[config.mk]
export PLATFORM = sky130hd
export DESIGN_NAME = pterm_array
export DESIGN_NICKNAME = d
export VERILOG_FILES = /design/src/rtl/pterm_pkg.sv /design/src/rtl/pterm_cfg_bank.sv /design/src/rtl/pterm_key_gate.sv /design/src/rtl/pterm_product.sv /design/src/rtl/pterm_array.sv
export SDC_FILE = /design/constraint.sdc
export NUM_CORES = 1
export LEC_CHECK = 0
export BUFFER_PORTS_ARGS = -buffer_cell sky130_fd_sc_hd__buf_2
export CAP_MARGIN = 20
export CORE_MARGIN = 2
export CORE_UTILIZATION = 50
export CTS_BUF_LIST = sky130_fd_sc_hd__clkbuf_4 sky130_fd_sc_hd__clkbuf_8
export CTS_CLUSTER_SIZE = 16
export DETAILED_ROUTE_END_ITERATION = 12
export PLACE_DENSITY = 0.75
export REMOVE_ABC_BUFFERS = 1
export SLEW_MARGIN = 20
export SYNTH_ARGS = -nofsm -noshare
export SYNTH_HDL_FRONTEND = slang
export SYNTH_SLANG_ARGS = --single-unit
[constraint.sdc]
create_clock -name clk_i -period 1.8 [get_ports clk_i]
set_input_delay 0 -clock clk_i [delete_from_list [all_inputs] [get_ports clk_i]]
set_output_delay 0 -clock clk_i [all_outputs]
set_load 0.02 [all_outputs]
[src/rtl/pterm_pkg.sv]
package pterm_pkg;

  typedef enum logic [1:0] {
    OP_ZERO = 2'd0,
    OP_PASS = 2'd1,
    OP_INV  = 2'd2,
    OP_ONE  = 2'd3
  } op_e;

  function automatic logic treat(input op_e op, input logic s);
    logic r;
    unique case (op)
      OP_ZERO: r = 1'b0;
      OP_PASS: r = s;
      OP_INV:  r = ~s;
      default: r = 1'b1;
    endcase
    return r;
  endfunction

endpackage

[src/rtl/pterm_cfg_bank.sv]
module pterm_cfg_bank #(
  parameter int TERMS  = 8,
  parameter int WORD_W = 32,
  parameter int ADDR_W = 4
) (
  input  logic                    clk_i,
  input  logic                    rst_ni,
  input  logic                    we_i,
  input  logic [ADDR_W-1:0]       waddr_i,
  input  logic [WORD_W-1:0]       wdata_i,
  input  logic [ADDR_W-1:0]       raddr_i,
  output logic [TERMS*WORD_W-1:0] cfg_o,
  output logic [WORD_W-1:0]       rdata_o
);

  logic [WORD_W-1:0] word_q [TERMS];

  for (genvar j = 0; j < TERMS; j++) begin : g_word
    always_ff @(posedge clk_i or negedge rst_ni) begin
      if (!rst_ni)
        word_q[j] <= '0;
      else if (we_i && waddr_i == ADDR_W'(j))
        word_q[j] <= wdata_i;
    end
    assign cfg_o[j*WORD_W +: WORD_W] = word_q[j];
  end

  // unmatched addresses read zero
  always_comb begin
    rdata_o = '0;
    for (int j = 0; j < TERMS; j++)
      if (raddr_i == ADDR_W'(j)) rdata_o = word_q[j];
  end

endmodule

[src/rtl/pterm_key_gate.sv]
module pterm_key_gate #(
  parameter int               ADDR_W   = 4,
  parameter int               KEY_ADDR = 8,
  parameter int               KEY_W    = 16,
  parameter logic [KEY_W-1:0] KEY_VAL  = 16'hF00D
) (
  input  logic              clk_i,
  input  logic              rst_ni,
  input  logic              we_i,
  input  logic [ADDR_W-1:0] waddr_i,
  input  logic [KEY_W-1:0]  key_i,
  output logic              active_o
);

  logic active_q;

  always_ff @(posedge clk_i or negedge rst_ni) begin
    if (!rst_ni)
      active_q <= 1'b0;
    else if (we_i && waddr_i == ADDR_W'(KEY_ADDR))
      active_q <= (key_i == KEY_VAL);
  end

  assign active_o = active_q;

endmodule

[src/rtl/pterm_product.sv]
module pterm_product import pterm_pkg::*; #(
  parameter int INPUTS = 16
) (
  input  logic [INPUTS-1:0]   sig_i,
  input  logic [2*INPUTS-1:0] sel_i,
  output logic                hit_o
);

  logic [INPUTS-1:0] lit;

  for (genvar i = 0; i < INPUTS; i++) begin : g_lit
    assign lit[i] = treat(op_e'(sel_i[2*i +: 2]), sig_i[i]);
  end

  assign hit_o = &lit;

endmodule

[src/rtl/pterm_array.sv]
module pterm_array #(
  parameter int               INPUTS  = 16,
  parameter int               TERMS   = 8,
  parameter int               KEY_W   = 16,
  parameter logic [KEY_W-1:0] KEY_VAL = 16'hF00D,
  localparam int              WORD_W  = 2*INPUTS,
  localparam int              ADDR_W  = $clog2(TERMS+1)
) (
  input  logic              clk_i,
  input  logic              rst_ni,
  input  logic [INPUTS-1:0] sig_i,
  input  logic              reg_we_i,
  input  logic [ADDR_W-1:0] reg_waddr_i,
  input  logic [WORD_W-1:0] reg_wdata_i,
  input  logic [ADDR_W-1:0] reg_raddr_i,
  output logic [WORD_W-1:0] reg_rdata_o,
  output logic [TERMS-1:0]  term_o
);

  localparam int KEY_ADDR = TERMS;

  logic [TERMS*WORD_W-1:0] cfg_words;
  logic [WORD_W-1:0]       bank_rdata;
  logic                    active_q;
  logic [TERMS-1:0]        raw_term;

  pterm_cfg_bank #(
    .TERMS (TERMS),
    .WORD_W(WORD_W),
    .ADDR_W(ADDR_W)
  ) u_bank (
    .clk_i  (clk_i),
    .rst_ni (rst_ni),
    .we_i   (reg_we_i),
    .waddr_i(reg_waddr_i),
    .wdata_i(reg_wdata_i),
    .raddr_i(reg_raddr_i),
    .cfg_o  (cfg_words),
    .rdata_o(bank_rdata)
  );

  pterm_key_gate #(
    .ADDR_W  (ADDR_W),
    .KEY_ADDR(KEY_ADDR),
    .KEY_W   (KEY_W),
    .KEY_VAL (KEY_VAL)
  ) u_key (
    .clk_i   (clk_i),
    .rst_ni  (rst_ni),
    .we_i    (reg_we_i),
    .waddr_i (reg_waddr_i),
    .key_i   (reg_wdata_i[KEY_W-1:0]),
    .active_o(active_q)
  );

  for (genvar j = 0; j < TERMS; j++) begin : g_term
    pterm_product #(.INPUTS(INPUTS)) u_prod (
      .sig_i(sig_i),
      .sel_i(cfg_words[j*WORD_W +: WORD_W]),
      .hit_o(raw_term[j])
    );
  end

  assign term_o = active_q ? raw_term : '0;

  always_comb begin
    if (reg_raddr_i == ADDR_W'(KEY_ADDR))
      reg_rdata_o = WORD_W'(active_q);
    else
      reg_rdata_o = bank_rdata;
  end

endmodule

Word-level counts from Yosys, hierarchy flattened --
Cells that the tools add are included.
Word-level totals: bits in registers 257, input bits 59, word-level logic and storage cells 583
Cells by class: eq/ne operators 273, reduce and logical (&&, ||, !) cells 147, bitwise operators 16, mux-type cells 138
Operator list (count):
- $pmux W1 S3 | 128
- $mux W32 | 9
- $eq A2 B1 Y1 const B | 128
- $eq A2 B2 Y1 const B | 128
- $logic_not A2 Y1 | 128
- $reduce_and A16 Y1 | 8
- $eq A4 B3 Y1 const B | 8
- $eq A16 B16 Y1 const B | 1
- $eq A4 B2 Y1 const B | 4
- $not A1 Y1 | 16
- $logic_and A1 B1 Y1 | 9
- $eq A4 B1 Y1 const B | 2
- $eq A4 B4 Y1 const B | 2
- $logic_not A4 Y1 | 2
- $mux W8 | 1

Depth between registers and ports, before layout --
Gate-level depths: netlist of the first run.
word-level depth 10, mapped depth 8

Hierarchy --
Synthesis of the first run repeated with hierarchy kept, for this count alone.
Unflattened totals: cell total of the unflattened synthesis 1127, area, all modules 14074.7 µm²
By module, submodules not included:
- pterm_cfg_bank | area an instance 12084.1 µm², seq. area each 6406.1 µm², instances 1, cells each 906
- pterm_product | area an instance 193.9 µm², seq. area each 0.0 µm², instances 8, cells each 21
- pterm_array | area an instance 334.1 µm², seq. area each 0.0 µm², instances 1, cells each 44
- pterm_key_gate | area an instance 105.1 µm², seq. area each 25.0 µm², instances 1, cells each 9

Least setup slack after synthesis of the first run --
OpenSTA, ideal clock, no wires.
path type reg-to-output, start register u_key.active_q (netlist: u_key.active_o), end output term_o[1], path slack 0.237 ns, path buffers 1, data arrival time 1.563 ns, cell stages (with the launch flop) 5, cells stage by stage dfrtp_1 -> clkbuf_1 -> o21ai_0 -> or4_1 -> nor3_1
Between the ends: cells in the longest elaborated chain, start to end 1
RTL lines:
- start: declaration | line pterm_key_gate.sv:15 | logic active_q;
- start signal: assignment | line pterm_key_gate.sv:21 | active_q <= (key_i == KEY_VAL);
- $mux W8 | line pterm_array.sv:64 | assign term_o = active_q ? raw_term : '0;
- end: declaration | line pterm_array.sv:17 | output logic [TERMS-1:0] term_o
Every way passes these cells.

Worst setup path in the final report of the first run --
start register u_bank.word_q (netlist bit u_bank.cfg_o[134]), end output term_o[4]
Between the ends: cells in the longest elaborated chain, start to end 4
RTL lines:
- start: declaration | line pterm_cfg_bank.sv:16 | logic [WORD_W-1:0] word_q [TERMS];
- start signal: indexed assignment | line pterm_cfg_bank.sv:23 | word_q[j] <= wdata_i;
- $eq A2 B2 Y1 (tied with other cells) | line pterm_pkg.sv:12 | unique case (op)
- $pmux W1 S3 (*) | line pterm_pkg.sv:12
- $reduce_and A16 Y1 (*) | line pterm_product.sv:15 | assign hit_o = &lit;
- $mux W8 (*) | line pterm_array.sv:64
Mark *: on every way between the ends. The rest lies on a longest branch, timed or not.

==> metrics.yaml, run 1 <==
postRouteAntennaNets: 0
fin_cells: 1716
cts_made_buffers: 44
period_minus_slack_ns: 2.19
postSynthCellCount: 1125
grt_pass1_vias: 10900
crit_buf_inv: 2
htreeDepth: 2
p_leak_uw: 0.00783
critPathRequiredTime_ns: 1.80
startpoint_type: "flop"
cts_tree: "yes"
fin_crit_sh_pct: 122
path_class: "flop to output port"
switching_share_pct: 31.4
port_buffers: 98
r2r-start: "u_bank.cfg_o[47]"
ir_drop_v: 0.000701
relSlewSlack_pct: 56.0
overflow: 0
internal_power_uw: 12900
cts.sinks: 257
synth_async_sr_flop_share_pct: 100
yosysMostFrequentCell: "dfrtp_1"
viasPerCell: 6.30
area_growth_pct: 27.1
slowest_delay_ns: 0.40
setup_viol: 30
wl_per_cell_um: 25.8
synth_top_area_share_pct: 46.7
nNetsFinal: 1402
status: "finished with violations"
clk_pin_slew_worst_paths_ns: 0.06
drt_iter0_markers: 910
power_switching_uw: 5900
yosysSeqAreaShare_pct: 46.7
clock_path_buffers: 3
hold_class: "input port to flop"
dp.cells: 1566
critPathCaptureType: "output port"
ys.flop_type: "dfrtp_1"
clockPowerShare_pct: 29.8
hold_depth: 4
rsz0062_at_grt: "true"
fp.dieH_um: 170
min_to: "u_key.active_o"
tightest_slew_ns: 0.641
timing.final.ws_setup_ns: -0.392
initial_core_util_pct: 51.0
drc: 0
gp_congestion: 0.974
rows: 60
r2r_cells: 3
vias: 10800
max_freq_mhz: 456
cp.arrival_ns: 2.19
netlist_top_cells_area: "dfrtp_1 47%, mux2_2 19%, mux2i_1 13%, buf_2 2.0%, mux2_1 1.6%"
synth-edff-count: 0
r2r_slack_ns: 0.79
antenna_found_initial: 1
yosysUniqueCellTypes: 46
io_pins: 99
dieArea_sq_um: 28900
holdWs_ns: 0.0469
dpl.hpwl_um: 29100
combPwrFrac_pct: 26.3
cp_max_fo: 3
clk_latency_ns: 0.55
worst_hold_startpoint: "reg_waddr_i[0]"
grt_pass1_wl_um: 66600
p_seq_share_pct: 43.9
grt_max_degree: 57
hold_violations: 0
crit_family: "simple AND/OR/NAND/NOR gates"
syn_area_sq_um: 13800
yosysWarnings: 0
yosysTopAreaCell: "dfrtp_1"
ys_seq_elements: 257
coreArea_sq_um: 27000
synth.avg_cell_area_sq_um: 12.2
worstPathCellList: "mux2i_2, nor4_2, buf_4, nand4_1, nor4_2, buf_4"
power_density_nw_per_um2: 1070
grt_usage_pct: 30.7
clock_skew_ns: 0
wirelength_um: 44200
max_cap_violations: 0
die_w_um: 170
synth_common_cells: "257 x dfrtp_1, 233 x mux2_2, 177 x mux2i_1"
slowest_stage: "dfrtp_1"
drive_gt1_share_pct: 47.7
place_ws_ns: -0.0826
drtPass1Iterations: 6
slew_violations: 0
cts_root_buf: "clkbuf_8"
reg2reg_to: "u_bank.cfg_o[47]"
violations: "negative setup slack"
[through the flow]
stage	total power, uW	area (sq um)	util (%)	setup TNS (ns)
final	18800	17500	64.8	-4.52
after global routing	19600	17500	64.8	-6.48
after CTS	18500	17200	63.6	-5.11
after detailed placement	12300	15200	56.1	-0.144
after global placement	12100	15200	56.1	-0.309
after floorplan	10400	13300	-	-45.34
[layout make-up]
cell class                      count  area, sq um
Antenna cell                        1         2.50
Clock buffer                       73          917
Clock inverter                      4         20.0
Fill cell                        2002         9510
Inverter                            8         30.0
Multi-Input combinational cell    773         7400
Sequential cell                   257         6430
Tap cell                          341          427
Timing Repair Buffer              259         2290
[sequential cells by signal, summed over array words and instances (netlist names)]
register and flops:
u_bank.cfg_o 256, u_key.active_o 1
[logic make-up after synthesis]
group / count (synthesis) / synth area share (%)
buffers and inverters: 95 / 3.50
AOI/OAI and AO/OA: 151 / 8.80
DFF: 257 / 46.7
and+or+nand+nor: 192 / 7.51
muxes: 430 / 33.5
[power by group through the flow]
stage	Clock (uW)	Combinational [uW]	Sequential, uW
2_1_floorplan	0	2490	7910
3_3_place_gp	0	3940	8160
5_1_grt	5930	5230	8410
4_1_cts	5650	4660	8180
3_5_place_dp	0	4040	8270
6_report	5610	4940	8260
[cell usage in the layout (no fill, tap or decap), types with 11 or more instances in the layout]
cell type / n
a21oi_1: 11
a221o_1: 22
a2bb2oi_2: 16
buf_12: 18
buf_2: 58
buf_4: 101
buf_6: 44
clkbuf_4: 14
clkbuf_8: 59
dfrtp_1: 256
dlygate4sd3_1: 37
mux2_1: 20
mux2_2: 233
mux2i_1: 147
mux2i_2: 27
nand2_1: 26
nand2b_1: 11
nor2_1: 55
nor2b_1: 16
nor4_2: 19
o21ai_0: 40
o22ai_1: 14
o22ai_2: 18
[metal layers]
metal / up-vias / track usage (%) / share of wire (%)
li1: 4623 / - / -
met1: 5504 / 41.4 / 41
met2: 550 / 48.9 / 46
met3: 136 / 6.35 / 8.8
met4: 0 / 12.2 / 4.4
met5: - / 0 / 0
[worst register-to-register path: cells and delay by family, from the launching register on]
kind / cells / cell delay, ns
buffers and inverters: 2 / 0.25
flip-flops: 1 / 0.40
multiplexers: 1 / 0.25
[how the worst max path moves through the flow]
stage | start | endpoint | slack (ns) | cells past startpoint
2_1_floorplan | reg_raddr_i[2] | reg_rdata_o[10] | -0.55 | 3
3_3_place_gp | u_bank.cfg_o[159] | term_o[4] | -0.20 | 6
3_5_place_dp | u_bank.cfg_o[215] | term_o[6] | -0.08 | 5
4_1_cts | u_bank.cfg_o[220] | term_o[6] | -0.45 | 6
5_1_grt | u_bank.cfg_o[135] | term_o[4] | -0.48 | 6
6_report | u_bank.cfg_o[134] | term_o[4] | -0.39 | 6
[timing repair]
action / 4_1_cts / 5_1_grt
endpoints found under the setup margin: 34 / 40
pin swaps: 48 / 50
resized for setup: 110 / 73
endpoints found under the hold margin: 514 / 0
setup buffers: 31 / 6
hold buffers: 38 / 0
(Power assumes the default switching activity.)
==> inputs of run 2 (changes only) <==
- CORE_UTILIZATION: 50 -> 27
- PLACE_DENSITY: 0.75 -> 0.49
==> run 2 against run 1 <==
Against the previous run: the run still ends with negative setup slack left; worst setup slack lost 0.077 ns; utilization shrank 29 points; total power grew 0.50%; die area grew 83%; clock power grew 3%; fmax shrank 3.4%; critical path type unchanged; critical endpoint is now term_o[2].
==> metrics.yaml, run 2 (same netlist as run 1, synthesis figures left out) <==
status: "finished with violations"
violations: "negative setup slack"
drt_iter0_markers: 680
setup_viol: 34
timing.final.ws_setup_ns: -0.470
die_w_um: 230
fin_cells: 2042
power_density_nw_per_um2: 1060
clk_latency_ns: 0.59
rsz0062_at_grt: "true"
nNetsFinal: 1399
dieArea_sq_um: 52900
tightest_slew_ns: 0.603
clock_skew_ns: 0
cts.sinks: 257
p_leak_uw: 0.00784
port_buffers: 98
area_growth_pct: 29.6
period_minus_slack_ns: 2.27
max_cap_violations: 0
grt_max_degree: 53
htreeDepth: 2
grtUsageMet2_pct: 30.3
max_freq_mhz: 441
clk_pin_slew_worst_paths_ns: 0.06
design_area_sq_um: 17900
coreArea_sq_um: 50300
initial_core_util_pct: 27.4
cts_root_buf: "clkbuf_8"
grtUsageMet3_pct: 3.83
grt_pass1_vias: 10900
holdWs_ns: 0.0538
critPathCaptureType: "output port"
slew_violations: 0
slowest_stage: "dfrtp_1"
dpl.hpwl_um: 34500
fp.dieH_um: 230
grt_usage_pct: 19.1
r2r_slack_ns: 0.40
drc: 0
cp_max_fo: 3
layout_commonest_cell: "dfrtp_1"
antenna_found_initial: 2
viasPerCell: 5.13
wirelength_um: 50900
clock_path_buffers: 3
cts_tree: "yes"
gp_congestion: 0.826
drive_gt1_share_pct: 46.6
slowest_delay_ns: 0.38
crit_top_cell: "buf_4"
hold_violations: 0
drtPass1Iterations: 5
largest_register_ff_count: 256
final_util_pct: 35.5
diodes: 0
vias: 10500
fin_crit_sh_pct: 126
dpl_cell_area_sq_um: 15700
path_class: "flop to output port"
grt_pass1_wl_um: 74800
ir_drop_v: 0.000458
layout_common_cells: "256 x dfrtp_1, 233 x mux2_2, 154 x mux2i_1, 90 x buf_4, 62 x buf_2"
startpoint_type: "flop"
overflow: 0
hold_class: "input port to flop"
dp.cells: 1902
postRouteAntennaNets: 0
wl_per_cell_um: 24.9
worstPathCellList: "mux2i_1, nor4_1, buf_4, nand4_1, nor4_2, buf_4, buf_6"
cp.arrival_ns: 2.27
critPathRequiredTime_ns: 1.80
global_route.usage.met1_pct: 26.1
rows: 82
busiest_layer: "met2"
io_pins: 99
relSlewSlack_pct: 58.7
cts_made_buffers: 47
## run 2: final timing paths
kind / startpoint / cells after the start / to
setup reg to reg: u_key.active_o / 4 / u_key.active_o
hold / removal: reg_waddr_i[1] / 5 / u_bank.cfg_o[173]
max in group asynchronous: rst_ni / 4 / u_bank.cfg_o[85]
hold reg to reg: u_bank.cfg_o[102] / 1 / u_bank.cfg_o[102]
setup / recovery: u_bank.cfg_o[66] / 7 / term_o[2]
min in group asynchronous: rst_ni / 3 / u_bank.cfg_o[54]
## run 2: metal layers
metal / vias to the layer above / wire length (um)
li1: 4624 / -
met1: 5482 / 23200
met2: 288 / 23500
met3: 82 / 2660
met4: 0 / 1480
met5: - / 0
## run 2: timing repair
item / in CTS / in global routing
buffers inserted: 23 / 4
hold buffers: 38 / 0
gates resized for setup: 108 / 51
pin swaps: 58 / 41
hold endpoints to repair: 514 / 0
setup endpoints to repair: 37 / 41
## run 2: final cells by class
cell class / instances / area [sq um]
Fill cell: 5045 / 32400
Multi-Input combinational cell: 773 / 7330
Sequential cell: 257 / 6430
Timing Repair Buffer: 253 / 2280
Clock buffer: 75 / 932
Tap cell: 672 / 841
Inverter: 8 / 30.0
Clock inverter: 4 / 20.0
## run 2: per-stage QoR
step	setup WS, ns	TNS [ns]	total power [uW]
6_report	-0.470	-5.82	18900
5_1_grt	-0.572	-8.98	19800
4_1_cts	-0.525	-7.12	18800
3_5_place_dp	-0.185	-0.503	12500
3_3_place_gp	-0.194	-0.469	12400
2_1_floorplan	-0.551	-45.34	10400
## run 2: worst max-delay path, delay by kind of cell, from the launching register on
| kind | cells | cell delay, ns |
|---|---|---|
| and+or+nand+nor | 3 | 0.75 |
| DFF | 1 | 0.38 |
| muxes | 1 | 0.11 |
| buffers and inverters | 3 | 0.45 |
## run 2: report_power, final
group / switching (uW) / internal (uW)
combinational: 2390 / 2500
sequential: 1100 / 7130
clock: 2530 / 3250
==> inputs of run 3 (changes only) <==
- HOLD_SLACK_MARGIN: not set -> 0.15
==> run 3 against run 2 <==
Against the previous run: the flow still finishes with violations (negative setup slack); utilization is 0.19 points higher; critical path depth is 1 lower; sequential power is essentially flat; wire length up 0.72%; worst setup slack better by 0.0070 ns; fmax grew 0.31%.
==> metrics.yaml, run 3 (same netlist as run 1, synthesis figures left out) <==
postRouteAntennaNets: 0
port_buffers: 98
fp.dieH_um: 230
max_cap_violations: 0
cts_made_buffers: 47
slew_violations: 0
worst_hold_startpoint: "reg_waddr_i[1]"
cts.sinks: 257
clk_pin_slew_worst_paths_ns: 0.06
worstSetupStartpoint: "u_bank.cfg_o[146]"
clock_skew_ns: 0
drt_iter0_markers: 662
crit_family: "simple AND/OR/NAND/NOR gates"
rsz0062_at_grt: "true"
period_minus_slack_ns: 2.26
violations: "negative setup slack"
grt_pass1_wl_um: 74900
layout_commonest_cell: "dfrtp_1"
slowest_stage: "nor4_1"
critPathCaptureType: "output port"
max_freq_mhz: 442
cp.arrival_ns: 2.26
drtPass1Iterations: 4
largest_register_ff_count: 256
grt_pass1_vias: 10900
tightest_slew_ns: 0.599
setup_viol: 34
p_leak_uw: 0.00789
viasPerCell: 5.15
clk_latency_ns: 0.59
dieArea_sq_um: 52900
overflow: 0
antenna_found_initial: 1
slowest_delay_ns: 0.37
nNetsFinal: 1409
dp.cells: 1902
hold_class: "input port to flop"
grt_usage_pct: 19.1
power_density_nw_per_um2: 1050
timing.final.ws_setup_ns: -0.463
worstPathCellList: "mux2i_1, nor4_1, nand4_1, nor4_4, buf_4, buf_2"
grt_max_degree: 53
layout_common_cells: "256 x dfrtp_1, 233 x mux2_2, 154 x mux2i_1, 94 x buf_4, 62 x buf_2"
startpoint_type: "flop"
rows: 82
crit_buf_inv: 2
wl_per_cell_um: 25.0
cts_root_buf: "clkbuf_8"
ir_drop_v: 0.000450
status: "finished with violations"
htreeDepth: 2
diodes: 0
area_growth_pct: 30.3
r2r-start: "u_bank.cfg_o[189]"
relSlewSlack_pct: 58.9
coreArea_sq_um: 50300
gp_congestion: 0.826
drive_gt1_share_pct: 46.4
hold_violations: 0
die_w_um: 230
critPathRequiredTime_ns: 1.80
fillCellCount: 5038
wirelength_um: 51300
dpl.hpwl_um: 34500
clock_path_buffers: 3
fin_crit_sh_pct: 126
cts_tree: "yes"
initial_core_util_pct: 27.4
final_util_pct: 35.7
io_pins: 99
vias: 10600
drc: 0
fin_cells: 2052
cp_max_fo: 3
path_class: "flop to output port"
run 3: final timing paths:
check | endpoint | slack, ns | depth (start not counted)
setup / recovery | term_o[4] | -0.46 | 6
hold / removal | u_bank.cfg_o[169] | 0.13 | 5
setup reg to reg | u_bank.cfg_o[189] | 0.60 | 3
hold reg to reg | u_bank.cfg_o[156] | 0.52 | 1
max in group asynchronous | u_bank.cfg_o[85] | 0.58 | 4
min in group asynchronous | u_bank.cfg_o[54] | 0.47 | 3
run 3: cell type report:
cell class / instances / area [sq um] / share of cell area [%]
clock buffer: 75 / 932 / 5.19
tap: 672 / 841 / 4.68
inverter: 8 / 30.0 / 0.167
sequential: 257 / 6430 / 35.8
multi-input combinational: 773 / 7320 / 40.8
clock inverter: 4 / 20.0 / 0.111
timing repair buffer: 263 / 2380 / 13.3
run 3: report_power, final:
group          total (uW)  switching (uW)  internal, uW
Sequential           8230            1090          7130
Combinational        4910            2400          2510
Clock                5770            2530          3250
run 3: repair_timing:
item,CTS,global route
hold endpoints to repair,514,17
hold buffers,45,1
resized for setup,108,49
endpoints found under the setup margin,37,41
buffers inserted,23,7
pin swaps,58,41
cloned,0,1
run 3: per-stage QoR:
stage	TNS (ns)	total power, uW	cell area [sq um]	hold WS [ns]	setup WS (ns)
4_1_cts	-7.34	18900	17700	0.151	-0.525
2_1_floorplan	-45.34	10400	13300	-0.296	-0.551
6_report	-5.86	18900	18000	0.133	-0.463
3_5_place_dp	-0.503	12500	15700	-0.0292	-0.185
3_3_place_gp	-0.469	12400	15700	-0.0272	-0.194
5_1_grt	-8.96	19800	18000	0.152	-0.572
run 3: worst reg2reg max path, stage by stage (launching register included):
cell	delay, ns
dfrtp_1	0.39
inv_1	0.07
o21ai_0	0.08
dlygate4sd3_1	0.55
run 3: per-layer routing:
metal / GRT usage (%) / wire (um) / up-vias
met2: 30.5 / 23900 / 302
met1: 26.0 / 23400 / 5533
met3: 3.78 / 2560 / 86
met4: 6.11 / 1480 / 0
met5: 0 / 0 / -
li1: - / - / 4644
